File: src/rtl/perf_monitor_pkg.sv
`timescale 1ns/1ps
package perf_monitor_pkg;
    // register addresses
    localparam int ADR_CTRL     = 0;
    localparam int ADR_FLAGS    = 1;
    localparam int ADR_IRQEN    = 2;
    localparam int ADR_EVSEL    = 3;
    localparam int ADR_CNT_BASE = 4;   // cycle counter, then event counters

    // control bit positions
    localparam int CTRL_RUN     = 0;
    localparam int CTRL_CLR_EVT = 1;
    localparam int CTRL_CLR_CYC = 2;
    localparam int CTRL_DIV     = 3;
endpackage

File: src/rtl/pmon_event_pick.sv
`timescale 1ns/1ps
module pmon_event_pick #(
    parameter int CODE_W = 8,
    parameter int NUM_IN = 32
) (
    input  logic [CODE_W-1:0] code_i,
    input  logic [NUM_IN-1:0] evt_i,
    output logic              hit_o
);
    // codes at or above NUM_IN match no line and never count
    always_comb begin
        hit_o = 1'b0;
        for (int j = 0; j < NUM_IN; j++) begin
            if (code_i == CODE_W'(j)) hit_o = evt_i[j];
        end
    end
endmodule

File: src/rtl/pmon_counter.sv
`timescale 1ns/1ps
module pmon_counter #(
    parameter int W = 32
) (
    input  logic         clk,
    input  logic         rst_n,
    input  logic         inc_i,
    input  logic         clr_i,
    input  logic         wr_i,
    input  logic [W-1:0] wdata_i,
    output logic [W-1:0] value_o,
    output logic         wrap_o
);
    typedef struct packed {
        logic [W-1:0] cnt;
    } cnt_state_t;

    cnt_state_t st_d, st_q;

    // priority: bus write, then clear, then increment
    always_comb begin
        st_d   = st_q;
        wrap_o = 1'b0;
        if (wr_i) begin
            st_d.cnt = wdata_i;
        end else if (clr_i) begin
            st_d.cnt = '0;
        end else if (inc_i) begin
            st_d.cnt = st_q.cnt + W'(1);
            wrap_o   = &st_q.cnt;
        end
    end

    always_ff @(posedge clk or negedge rst_n) begin
        if (!rst_n) st_q <= '0;
        else        st_q <= st_d;
    end

    assign value_o = st_q.cnt;

    // a preload is what the counter holds afterwards
    assert_write_wins_R7: assert property (@(posedge clk) disable iff (!rst_n)
        wr_i |=> (value_o == $past(wdata_i)));

    // a clear without a write leaves zero
    assert_clear_zero_R6: assert property (@(posedge clk) disable iff (!rst_n)
        (clr_i && !wr_i) |=> (value_o == '0));
endmodule

File: src/rtl/pmon_regs.sv
`timescale 1ns/1ps
module pmon_regs
    import perf_monitor_pkg::*;
#(
    parameter int NUM_CTR  = 5,
    parameter int EVSEL_W  = 32,
    parameter int PRESCALE = 64,
    parameter int ADDR_W   = 4,
    parameter int DATA_W   = 32
) (
    input  logic               clk,
    input  logic               rst_n,
    input  logic               wr_i,
    input  logic [ADDR_W-1:0]  addr_i,
    input  logic [DATA_W-1:0]  wdata_i,
    input  logic [NUM_CTR-1:0] wrap_i,
    output logic               run_o,
    output logic               clr_evt_o,
    output logic               clr_cyc_o,
    output logic               cyc_tick_o,
    output logic [EVSEL_W-1:0] evsel_o,
    output logic [NUM_CTR-1:0] flags_o,
    output logic [NUM_CTR-1:0] irqen_o,
    output logic [DATA_W-1:0]  ctrl_rd_o,
    output logic               irq_o
);
    localparam int PRE_W = $clog2(PRESCALE);

    typedef struct packed {
        logic               run;
        logic               div;
        logic [PRE_W-1:0]   pre;
        logic [NUM_CTR-1:0] flags;
        logic [NUM_CTR-1:0] irqen;
        logic [EVSEL_W-1:0] evsel;
        logic               irq;
    } reg_state_t;

    reg_state_t st_d, st_q;

    logic wr_ctrl, wr_flags, wr_irqen, wr_evsel;

    assign wr_ctrl  = wr_i && (addr_i == ADDR_W'(ADR_CTRL));
    assign wr_flags = wr_i && (addr_i == ADDR_W'(ADR_FLAGS));
    assign wr_irqen = wr_i && (addr_i == ADDR_W'(ADR_IRQEN));
    assign wr_evsel = wr_i && (addr_i == ADDR_W'(ADR_EVSEL));

    assign clr_evt_o = wr_ctrl && wdata_i[CTRL_CLR_EVT];
    assign clr_cyc_o = wr_ctrl && wdata_i[CTRL_CLR_CYC];

    always_comb begin
        st_d       = st_q;
        cyc_tick_o = st_q.run && (!st_q.div || (st_q.pre == PRE_W'(PRESCALE - 1)));

        if (st_q.run && st_q.div) st_d.pre = st_q.pre + PRE_W'(1);

        if (wr_ctrl) begin
            st_d.run = wdata_i[CTRL_RUN];
            st_d.div = wdata_i[CTRL_DIV];
            if (wdata_i[CTRL_CLR_CYC]) st_d.pre = '0;
        end
        if (wr_irqen) st_d.irqen = wdata_i[NUM_CTR-1:0];
        if (wr_evsel) st_d.evsel = wdata_i[EVSEL_W-1:0];

        // clear-on-one first, new overflows on top so a set wins
        st_d.flags = (st_q.flags & ~(wr_flags ? wdata_i[NUM_CTR-1:0] : '0)) | wrap_i;

        st_d.irq = |(st_q.flags & st_q.irqen);
    end

    always_ff @(posedge clk or negedge rst_n) begin
        if (!rst_n) begin
            st_q       <= '0;
            st_q.evsel <= '1;
        end else begin
            st_q <= st_d;
        end
    end

    always_comb begin
        ctrl_rd_o           = '0;
        ctrl_rd_o[CTRL_RUN] = st_q.run;
        ctrl_rd_o[CTRL_DIV] = st_q.div;
    end

    assign run_o   = st_q.run;
    assign evsel_o = st_q.evsel;
    assign flags_o = st_q.flags;
    assign irqen_o = st_q.irqen;
    assign irq_o   = st_q.irq;

    // every wrap reported by a counter appears in the flags
    assert_wrap_sets_flag_R8: assert property (@(posedge clk) disable iff (!rst_n)
        (|wrap_i) |=> ((st_q.flags & $past(wrap_i)) == $past(wrap_i)));

    // a cleared flag with no coincident wrap reads zero
    assert_w1c_R9: assert property (@(posedge clk) disable iff (!rst_n)
        wr_flags |=> ((st_q.flags & $past(wdata_i[NUM_CTR-1:0] & ~wrap_i)) == '0));

    // the request only follows an enabled flag of the cycle before
    assert_irq_source_R10: assert property (@(posedge clk) disable iff (!rst_n)
        st_q.irq |-> $past(|(st_q.flags & st_q.irqen)));
endmodule

File: src/rtl/perf_monitor.sv
`timescale 1ns/1ps
module perf_monitor
    import perf_monitor_pkg::*;
#(
    parameter int CNT_W       = 32,
    parameter int NUM_EVT_CTR = 4,
    parameter int CODE_W      = 8,
    parameter int NUM_EVT_IN  = 32,
    parameter int PRESCALE    = 64,
    parameter int ADDR_W      = 4,
    parameter int DATA_W      = 32
) (
    input  logic                  clk,
    input  logic                  rst_n,
    input  logic [ADDR_W-1:0]     reg_addr,
    input  logic                  reg_wr,
    input  logic [DATA_W-1:0]     reg_wdata,
    output logic [DATA_W-1:0]     reg_rdata,
    input  logic [NUM_EVT_IN-1:0] evt_in,
    output logic                  irq
);
    localparam int NUM_CTR = NUM_EVT_CTR + 1;
    localparam int EVSEL_W = NUM_EVT_CTR * CODE_W;

    logic                           run, clr_evt, clr_cyc, cyc_tick;
    logic [EVSEL_W-1:0]             evsel;
    logic [NUM_CTR-1:0]             flags, irqen, wrap, wr_cnt;
    logic [DATA_W-1:0]              ctrl_rd;
    logic [NUM_CTR-1:0][CNT_W-1:0]  cnt_val;

    pmon_regs #(
        .NUM_CTR (NUM_CTR),
        .EVSEL_W (EVSEL_W),
        .PRESCALE(PRESCALE),
        .ADDR_W  (ADDR_W),
        .DATA_W  (DATA_W)
    ) u_regs (
        .clk       (clk),
        .rst_n     (rst_n),
        .wr_i      (reg_wr),
        .addr_i    (reg_addr),
        .wdata_i   (reg_wdata),
        .wrap_i    (wrap),
        .run_o     (run),
        .clr_evt_o (clr_evt),
        .clr_cyc_o (clr_cyc),
        .cyc_tick_o(cyc_tick),
        .evsel_o   (evsel),
        .flags_o   (flags),
        .irqen_o   (irqen),
        .ctrl_rd_o (ctrl_rd),
        .irq_o     (irq)
    );

    for (genvar k = 0; k < NUM_CTR; k++) begin : g_wdec
        assign wr_cnt[k] = reg_wr && (reg_addr == ADDR_W'(ADR_CNT_BASE + k));
    end

    pmon_counter #(.W(CNT_W)) u_cyc (
        .clk    (clk),
        .rst_n  (rst_n),
        .inc_i  (cyc_tick),
        .clr_i  (clr_cyc),
        .wr_i   (wr_cnt[0]),
        .wdata_i(reg_wdata[CNT_W-1:0]),
        .value_o(cnt_val[0]),
        .wrap_o (wrap[0])
    );

    for (genvar g = 0; g < NUM_EVT_CTR; g++) begin : g_evt
        logic hit;

        pmon_event_pick #(.CODE_W(CODE_W), .NUM_IN(NUM_EVT_IN)) u_pick (
            .code_i(evsel[g*CODE_W +: CODE_W]),
            .evt_i (evt_in),
            .hit_o (hit)
        );

        pmon_counter #(.W(CNT_W)) u_cnt (
            .clk    (clk),
            .rst_n  (rst_n),
            .inc_i  (run && hit),
            .clr_i  (clr_evt),
            .wr_i   (wr_cnt[g+1]),
            .wdata_i(reg_wdata[CNT_W-1:0]),
            .value_o(cnt_val[g+1]),
            .wrap_o (wrap[g+1])
        );
    end

    always_comb begin
        reg_rdata = '0;
        if (reg_addr == ADDR_W'(ADR_CTRL))  reg_rdata = ctrl_rd;
        if (reg_addr == ADDR_W'(ADR_FLAGS)) reg_rdata = DATA_W'(flags);
        if (reg_addr == ADDR_W'(ADR_IRQEN)) reg_rdata = DATA_W'(irqen);
        if (reg_addr == ADDR_W'(ADR_EVSEL)) reg_rdata = DATA_W'(evsel);
        for (int k = 0; k < NUM_CTR; k++) begin
            if (reg_addr == ADDR_W'(ADR_CNT_BASE + k)) reg_rdata = DATA_W'(cnt_val[k]);
        end
    end

    // with counting stopped and no bus write, every counter holds
    assert_hold_stopped_R3: assert property (@(posedge clk) disable iff (!rst_n)
        (!run && !reg_wr) |=> $stable(cnt_val));
endmodule

File: config.mk
export PLATFORM = sky130hd
export DESIGN_NAME = perf_monitor
export DESIGN_NICKNAME = d
export VERILOG_FILES = /design/src/rtl/perf_monitor_pkg.sv /design/src/rtl/pmon_event_pick.sv /design/src/rtl/pmon_counter.sv /design/src/rtl/pmon_regs.sv /design/src/rtl/perf_monitor.sv
export SDC_FILE = /design/constraint.sdc
export NUM_CORES = 1
export LEC_CHECK = 0
export BUFFER_PORTS_ARGS = -buffer_cell sky130_fd_sc_hd__buf_2
export CORE_ASPECT_RATIO = 0.7
export CORE_MARGIN = 2
export CORE_UTILIZATION = 40
export CTS_BUF_LIST = sky130_fd_sc_hd__clkbuf_4
export DETAILED_ROUTE_END_ITERATION = 7
export GPL_ROUTABILITY_DRIVEN = 0
export SYNTH_ARGS = -nofsm -noshare
export SYNTH_HDL_FRONTEND = slang
export SYNTH_SLANG_ARGS = --single-unit
export TNS_END_PERCENT = 10
File: constraint.sdc
create_clock -name clk -period 6.8 [get_ports clk]
set_input_delay 1.36 -clock clk [delete_from_list [all_inputs] [get_ports clk]]
set_output_delay 1.36 -clock clk [all_outputs]
set_load 0.1 [all_outputs]
==> impl_metrics.py, run 1 <==
metrics = {
    "clock_network": {
        "tritoncts": "done",
        "clkSlewWorstSetupHoldPaths_ps": 70,
        "clock_latency_ps": 780,
        "cts_inserted_buffers": 55,
        "htree_levels": 2,
        "cts_resized": 0,
        "root_buffer": "clkbuf_4",
        "cts_sinks": 211,
        "clock_path_buffers": 3,
        "postCtsSetupBuffers": 0,
        "holdBufCountCts": 0,
    },
    "setup_path": {
        "cp-end-kind": "primary output",
        "ff2ff_setup_slack_ps": 2920,
        "critical_path_class": "primary input to primary output",
        "critPathLaunchType": "primary input",
        "crit_required_ps": 5440,
        "reg2regPathDepth": 8,
        "cp_data_arrival_time_ps": 4140,
        "rr_startpoint": "u_regs.evsel_o[8]",
        "cp_max_fo": 28,
        "reg2reg_to": "g_evt[1].u_cnt.value_o[17]",
    },
    "die": {
        "die_w_um": 234,
        "ios": 104,
        "initial_core_util_pct": 40.9,
        "coreArea_sq_um": 36100,
        "die_y_um": 165,
        "rows": 58,
        "die_area_sq_um": 38500,
    },
    "routing": {
        "routed_wirelength_um": 65300,
        "num_vias": 15900,
        "wl_met1_um": 26800,
        "top_layer_used": "met5",
        "wl_met3_um": 9970,
        "drt_first_iter_violations": 2845,
        "vias_per_cell": 6.65,
        "drt_pass1_iterations": 8,
        "drc": 14,
        "met2_length_um": 25400,
        "wl_per_cell_um": 27.3,
        "ant_nets": 0,
    },
    "global_routing": {
        "grt_pass1_vias": 14400,
        "antenna_found_initial": 5,
        "grt.overflow.total": 0,
        "grt_max_degree": 174,
        "grt_pass1_wl_um": 95900,
        "track_usage_pct": 34.0,
    },
    "final_layout": {
        "nets": 1941,
        "synthToLayoutAreaGrowth_pct": 9.51,
        "fill_cells": 3672,
        "drive_gt1_share_pct": 18.3,
        "utilization_pct": 44.8,
    },
    "outcome": {
        "status": "finished with violations",
        "violations": "design-rule violations",
    },
    "timing": {
        "min_period_over_period_pct": 80.9,
        "max_freq_mhz": 182,
        "final.min_clock_period_ps": 5500,
        "skew_ps": 83.8,
        "setup_tns_ps": 0,
        "drv_slew": 0,
        "grt_setup_unrepaired": "false",
        "setup_viol": 0,
        "slew_headroom_pct": 16.7,
        "worst_pin_slew_ps": 1250,
        "hold_slack_ps": 473,
        "hold_violations": 0,
    },
    "synthesis": {
        "synth_compound_area_share_pct": 23.7,
        "synth_top_area_share_pct": 30.3,
        "synthCells": 1805,
        "synthXorXnorAreaFrac_pct": 3.85,
        "synth-adder-area-share_pct": 0.508,
        "synthDistinctLibCells": 99,
        "async_flop_share_pct": 100,
        "synth_nets": 1882,
        "synth_top_family_by_area": "compound AO/OA/AOI/OAI gates",
        "synth_top_area_cell": "dfrtp_1",
        "synth-simple-area-share_pct": 23.5,
        "synth_area_sq_um": 14800,
        "synth_edf_count": 0,
        "yosys_register_bits": 211,
        "muxShareOfSynthArea_pct": 7.61,
        "synth_area_leaders": "dfrtp_1 (30%), nand2_1 (7.8%), dfstp_2 (5.7%)",
        "yosysMostFrequentCell": "nand2_1",
        "yosysSeqAreaShare_pct": 36.0,
        "synth.avg_cell_area_sq_um": 8.18,
        "ys.flop_type": "dfrtp_1",
        "ys_warn_count": 0,
        "synthTopCellsByCount": "nand2_1 (307), dfrtp_1 (179), a21oi_1 (164)",
    },
    "flow_run": {
        "cap_violations": 0,
    },
    "placement": {
        "dp_hpwl_um": 47200,
        "port_buffers": 103,
    },
    "min_path": {
        "hold_path.class": "primary input to asynchronous set/reset pin",
    },
    "pwr": {
        "ir_drop_uv": 119,
        "leakagePower_nw": 6.34,
        "powerDensity_nw_per_um2": 266,
    },
}
==> report_power, final <==
part | internal, mW | switching (mW)
clock | 0.577 | 0.595
sequential | 1.52 | 0.502
combinational | 0.421 | 0.685
total | 2.52 | 1.78
==> flip-flops by register name, indices dropped and copies added, names as in the netlist <==
register / count
g_evt.u_cnt.value_o: 128
u_cyc.value_o: 32
u_regs.evsel_o: 32
u_regs.st_q: 6
u_regs.flags_o: 5
u_regs.irqen_o: 5
u_regs.ctrl_rd_o: 1
u_regs.irq_o: 1
u_regs.run_o: 1
==> per-layer routing <==
layer  global-route usage [%]  vias up
li1                         -     6755
met1                     49.2     7745
met2                     45.5     1166
met3                     11.9      229
met4                     13.1        4
met5                     1.30        -
==> layout make-up <==
type | count | area, sq um | share of cell area (%)
multi-input combinational | 1447 | 8750 | 54.1
sequential | 211 | 5320 | 32.9
timing repair buffer | 124 | 696 | 4.30
clock buffer | 87 | 653 | 4.04
tap | 480 | 601 | 3.71
inverter | 25 | 93.8 | 0.580
clock inverter | 14 | 56.3 | 0.348
antenna | 3 | 7.51 | 0.0464
==> cells by family after synthesis <==
logic type,Yosys count
AO/OA/AOI/OAI,557
XOR/XNOR,65
adder cells (fa/ha/maj),6
buffers and inverters,147
flip-flops,211
multiplexers,92
AND/OR/NAND/NOR,727
==> cell usage in the layout (no fill, tap or decap), drive strengths merged, types with 7 or more instances in the layout <==
| master | count |
|---|---|
| o21ai | 174 |
| mux4 | 11 |
| o221ai | 8 |
| a22oi | 57 |
| dfrtp | 179 |
| o31ai | 16 |
| xnor2 | 44 |
| and2 | 16 |
| or2 | 16 |
| nor3 | 33 |
| a221oi | 8 |
| buf | 124 |
| mux2i | 29 |
| clkbuf | 87 |
| dfstp | 32 |
| o22ai | 12 |
| inv | 25 |
| a31oi | 13 |
| nand3 | 54 |
| nor2b | 12 |
| mux2 | 52 |
| a41oi | 27 |
| nand2 | 309 |
| and3 | 34 |
| or3 | 7 |
| nor4 | 8 |
| a22o | 10 |
| xor2 | 21 |
| nand4 | 40 |
| clkinv | 13 |
| nand2b | 16 |
| a21oi | 165 |
| nor2 | 151 |
==> worst max-delay path by stage <==
stage / from / end / slack (ps) / depth (start not counted)
finish: reg_addr[0] / reg_rdata[5] / 1300 / 6
global route: reg_addr[0] / reg_rdata[26] / 1220 / 6
CTS: reg_addr[1] / reg_rdata[31] / 1500 / 6
detailed placement: reg_addr[1] / reg_rdata[26] / 1500 / 6
global placement: reg_addr[0] / reg_rdata[31] / 1580 / 6
floorplan: reg_addr[1] / reg_rdata[0] / 870 / 6
==> per-stage QoR <==
stage          total power [mW]  instance area [sq um]  setup WS, ps  instances
5_1_grt                    4.48                  16200          1220       2391
2_1_floorplan              2.64                  14800           870       1805
4_1_cts                    4.26                  16200          1500       2388
3_5_place_dp               3.09                  15500          1500       2287
3_3_place_gp               3.07                  15500          1580       2287
6_report                   4.30                  16200          1300       2391
==> critical path, cell delays in order <==
cell and delay [ps]:
buf_2 380, nand2b_1 280, nor2_2 1010, nand2_1 130
a41oi_1 440, buf_2 520
(Power assumes the default switching activity.)
==> run 2: changes to the inputs <==
==> constraint.sdc (replaced) <==
create_clock -name clk -period 4.7 [get_ports clk]
set_input_delay 0.94 -clock clk [delete_from_list [all_inputs] [get_ports clk]]
set_output_delay 0.94 -clock clk [all_outputs]
set_load 0.1 [all_outputs]
==> impl_metrics.py, run 2 (synthesis results as in run 1) <==
metrics = {
    "clock_network": {
        "holdBufCountCts": 0,
        "cts_sinks": 211,
        "clock_latency_ps": 770,
        "clock_path_buffers": 3,
        "cts_resized": 0,
        "clkSlewWorstSetupHoldPaths_ps": 70,
        "htree_levels": 2,
        "tritoncts": "done",
        "postCtsSetupBuffers": 0,
        "cts_inserted_buffers": 55,
        "root_buffer": "clkbuf_4",
    },
    "final_layout": {
        "fin_cells": 2405,
        "synthToLayoutAreaGrowth_pct": 12.6,
        "largest_reg_flops": 128,
        "mostFrequentLayoutCells": "nand2_1 (307), dfrtp_1 (179), a21oi_1 (164)",
        "nets": 1954,
        "mostFrequentLayoutCell": "nand2_1",
        "drive_gt1_share_pct": 18.6,
        "utilization_pct": 46.0,
        "fin_area_sq_um": 16600,
    },
    "setup_path": {
        "critical_path_class": "primary input to primary output",
        "cp_max_fo": 15,
        "rr_startpoint": "u_regs.evsel_o[24]",
        "crit_required_ps": 3760,
        "critPathLaunchType": "primary input",
        "ff2ff_setup_slack_ps": 900,
        "cp_data_arrival_time_ps": 3370,
        "cp-end-kind": "primary output",
        "worstSetupEndpoint": "reg_rdata[26]",
        "crit_path_start": "reg_addr[1]",
        "reg2regPathDepth": 8,
        "reg2reg_to": "g_evt[3].u_cnt.value_o[13]",
    },
    "die": {
        "die_y_um": 165,
        "coreArea_sq_um": 36100,
        "die_area_sq_um": 38500,
        "initial_core_util_pct": 40.9,
        "die_w_um": 234,
        "rows": 58,
        "ios": 104,
    },
    "timing": {
        "worst_pin_slew_ps": 1260,
        "setup_viol": 0,
        "final.min_clock_period_ps": 4310,
        "drv_slew": 0,
        "grt_setup_unrepaired": "false",
        "max_freq_mhz": 232,
        "slew_headroom_pct": 15.0,
        "min_period_over_period_pct": 91.7,
        "hold_slack_ps": 211,
        "hold_violations": 0,
        "skew_ps": 55.3,
        "finalWorstSetupSlack_ps": 388,
    },
    "placement": {
        "dpl.cell_count": 2300,
        "pre_cts_ws_ps": 538,
        "dp_hpwl_um": 47800,
        "dpl_cell_area_sq_um": 15900,
        "port_buffers": 103,
    },
    "global_routing": {
        "grt.overflow.total": 0,
        "track_usage_pct": 33.7,
        "grt_max_degree": 93,
        "grt_pass1_vias": 14200,
        "grt_pass1_wl_um": 95300,
        "antenna_found_initial": 5,
    },
    "flow_run": {
        "cap_violations": 0,
    },
    "routing": {
        "vias_per_cell": 6.60,
        "routed_wirelength_um": 65200,
        "ant_nets": 0,
        "drt_first_iter_violations": 2774,
        "drt_pass1_iterations": 6,
        "wl_per_cell_um": 27.1,
        "num_vias": 15900,
        "drc": 0,
    },
    "pwr": {
        "ir_drop_uv": 211,
        "leakagePower_nw": 6.48,
        "powerDensity_nw_per_um2": 381,
    },
    "min_path": {
        "hold_path.class": "primary input to asynchronous set/reset pin",
    },
    "outcome": {
        "status": "finished, final reports clean",
    },
}
run 2: cell count changes in the layout (fill, tap and decap cells not counted), sizes merged:
cell / before / now
bufinv: 0 / 2
buf: 124 / 137
diode: 3 / 2
clkinv: 13 / 22
clkbuf: 87 / 78
run 2: where the power goes:
| group | internal (mW) | leakage [nW] | total, mW | switching (mW) |
|---|---|---|---|---|
| Clock | 0.877 | 0.426 | 1.77 | 0.892 |
| Combinational | 0.656 | 3.34 | 1.65 | 0.996 |
| Sequential | 2.20 | 2.71 | 2.91 | 0.709 |
| Total | 3.73 | 6.48 | 6.33 | 2.60 |
run 2: through the flow:
| step | total power [mW] | TNS, ps |
|---|---|---|
| detailed placement | 4.50 | 0 |
| finish | 6.33 | 0 |
| CTS | 6.25 | 0 |
| global route | 6.58 | 0 |
| floorplan | 3.81 | -2490 |
| global placement | 4.47 | 0 |
run 2: worst min path at each step:
stage | slack (ps) | to
floorplan | 460 | u_regs.flags_o[2]
global placement | 520 | u_regs.irqen_o[3]
detailed placement | 540 | u_regs.irq_o
CTS | 240 | g_evt[0].u_cnt.value_o[19]
global route | 250 | g_evt[0].u_cnt.value_o[1]
finish | 210 | g_evt[0].u_cnt.value_o[1]
run 2: critical path, stage by stage:
cell and delay, ps:
buf_2 210, buf_4 240, nand2b_1 270, nor2_2 650, a222oi_1 270, a21oi_1 300
buf_2 480
run 2: per-layer routing:
metal,vias up,track usage (%),routed length [um]
li1,6799,-,-
met5,-,0,0
met2,1223,43.4,24500
met3,183,12.3,10200
met1,7656,50.1,27500
met4,0,12.7,2910
run 2: final cells by class:
cell class / instances / area (sq um)
Sequential cell: 211 / 5320
Inverter: 25 / 93.8
Tap cell: 480 / 601
Clock inverter: 25 / 153
Multi-Input combinational cell: 1447 / 8750
Timing Repair Buffer: 137 / 1120
Fill cell: 3559 / 19500
Clock buffer: 78 / 586
Antenna cell: 2 / 5.00
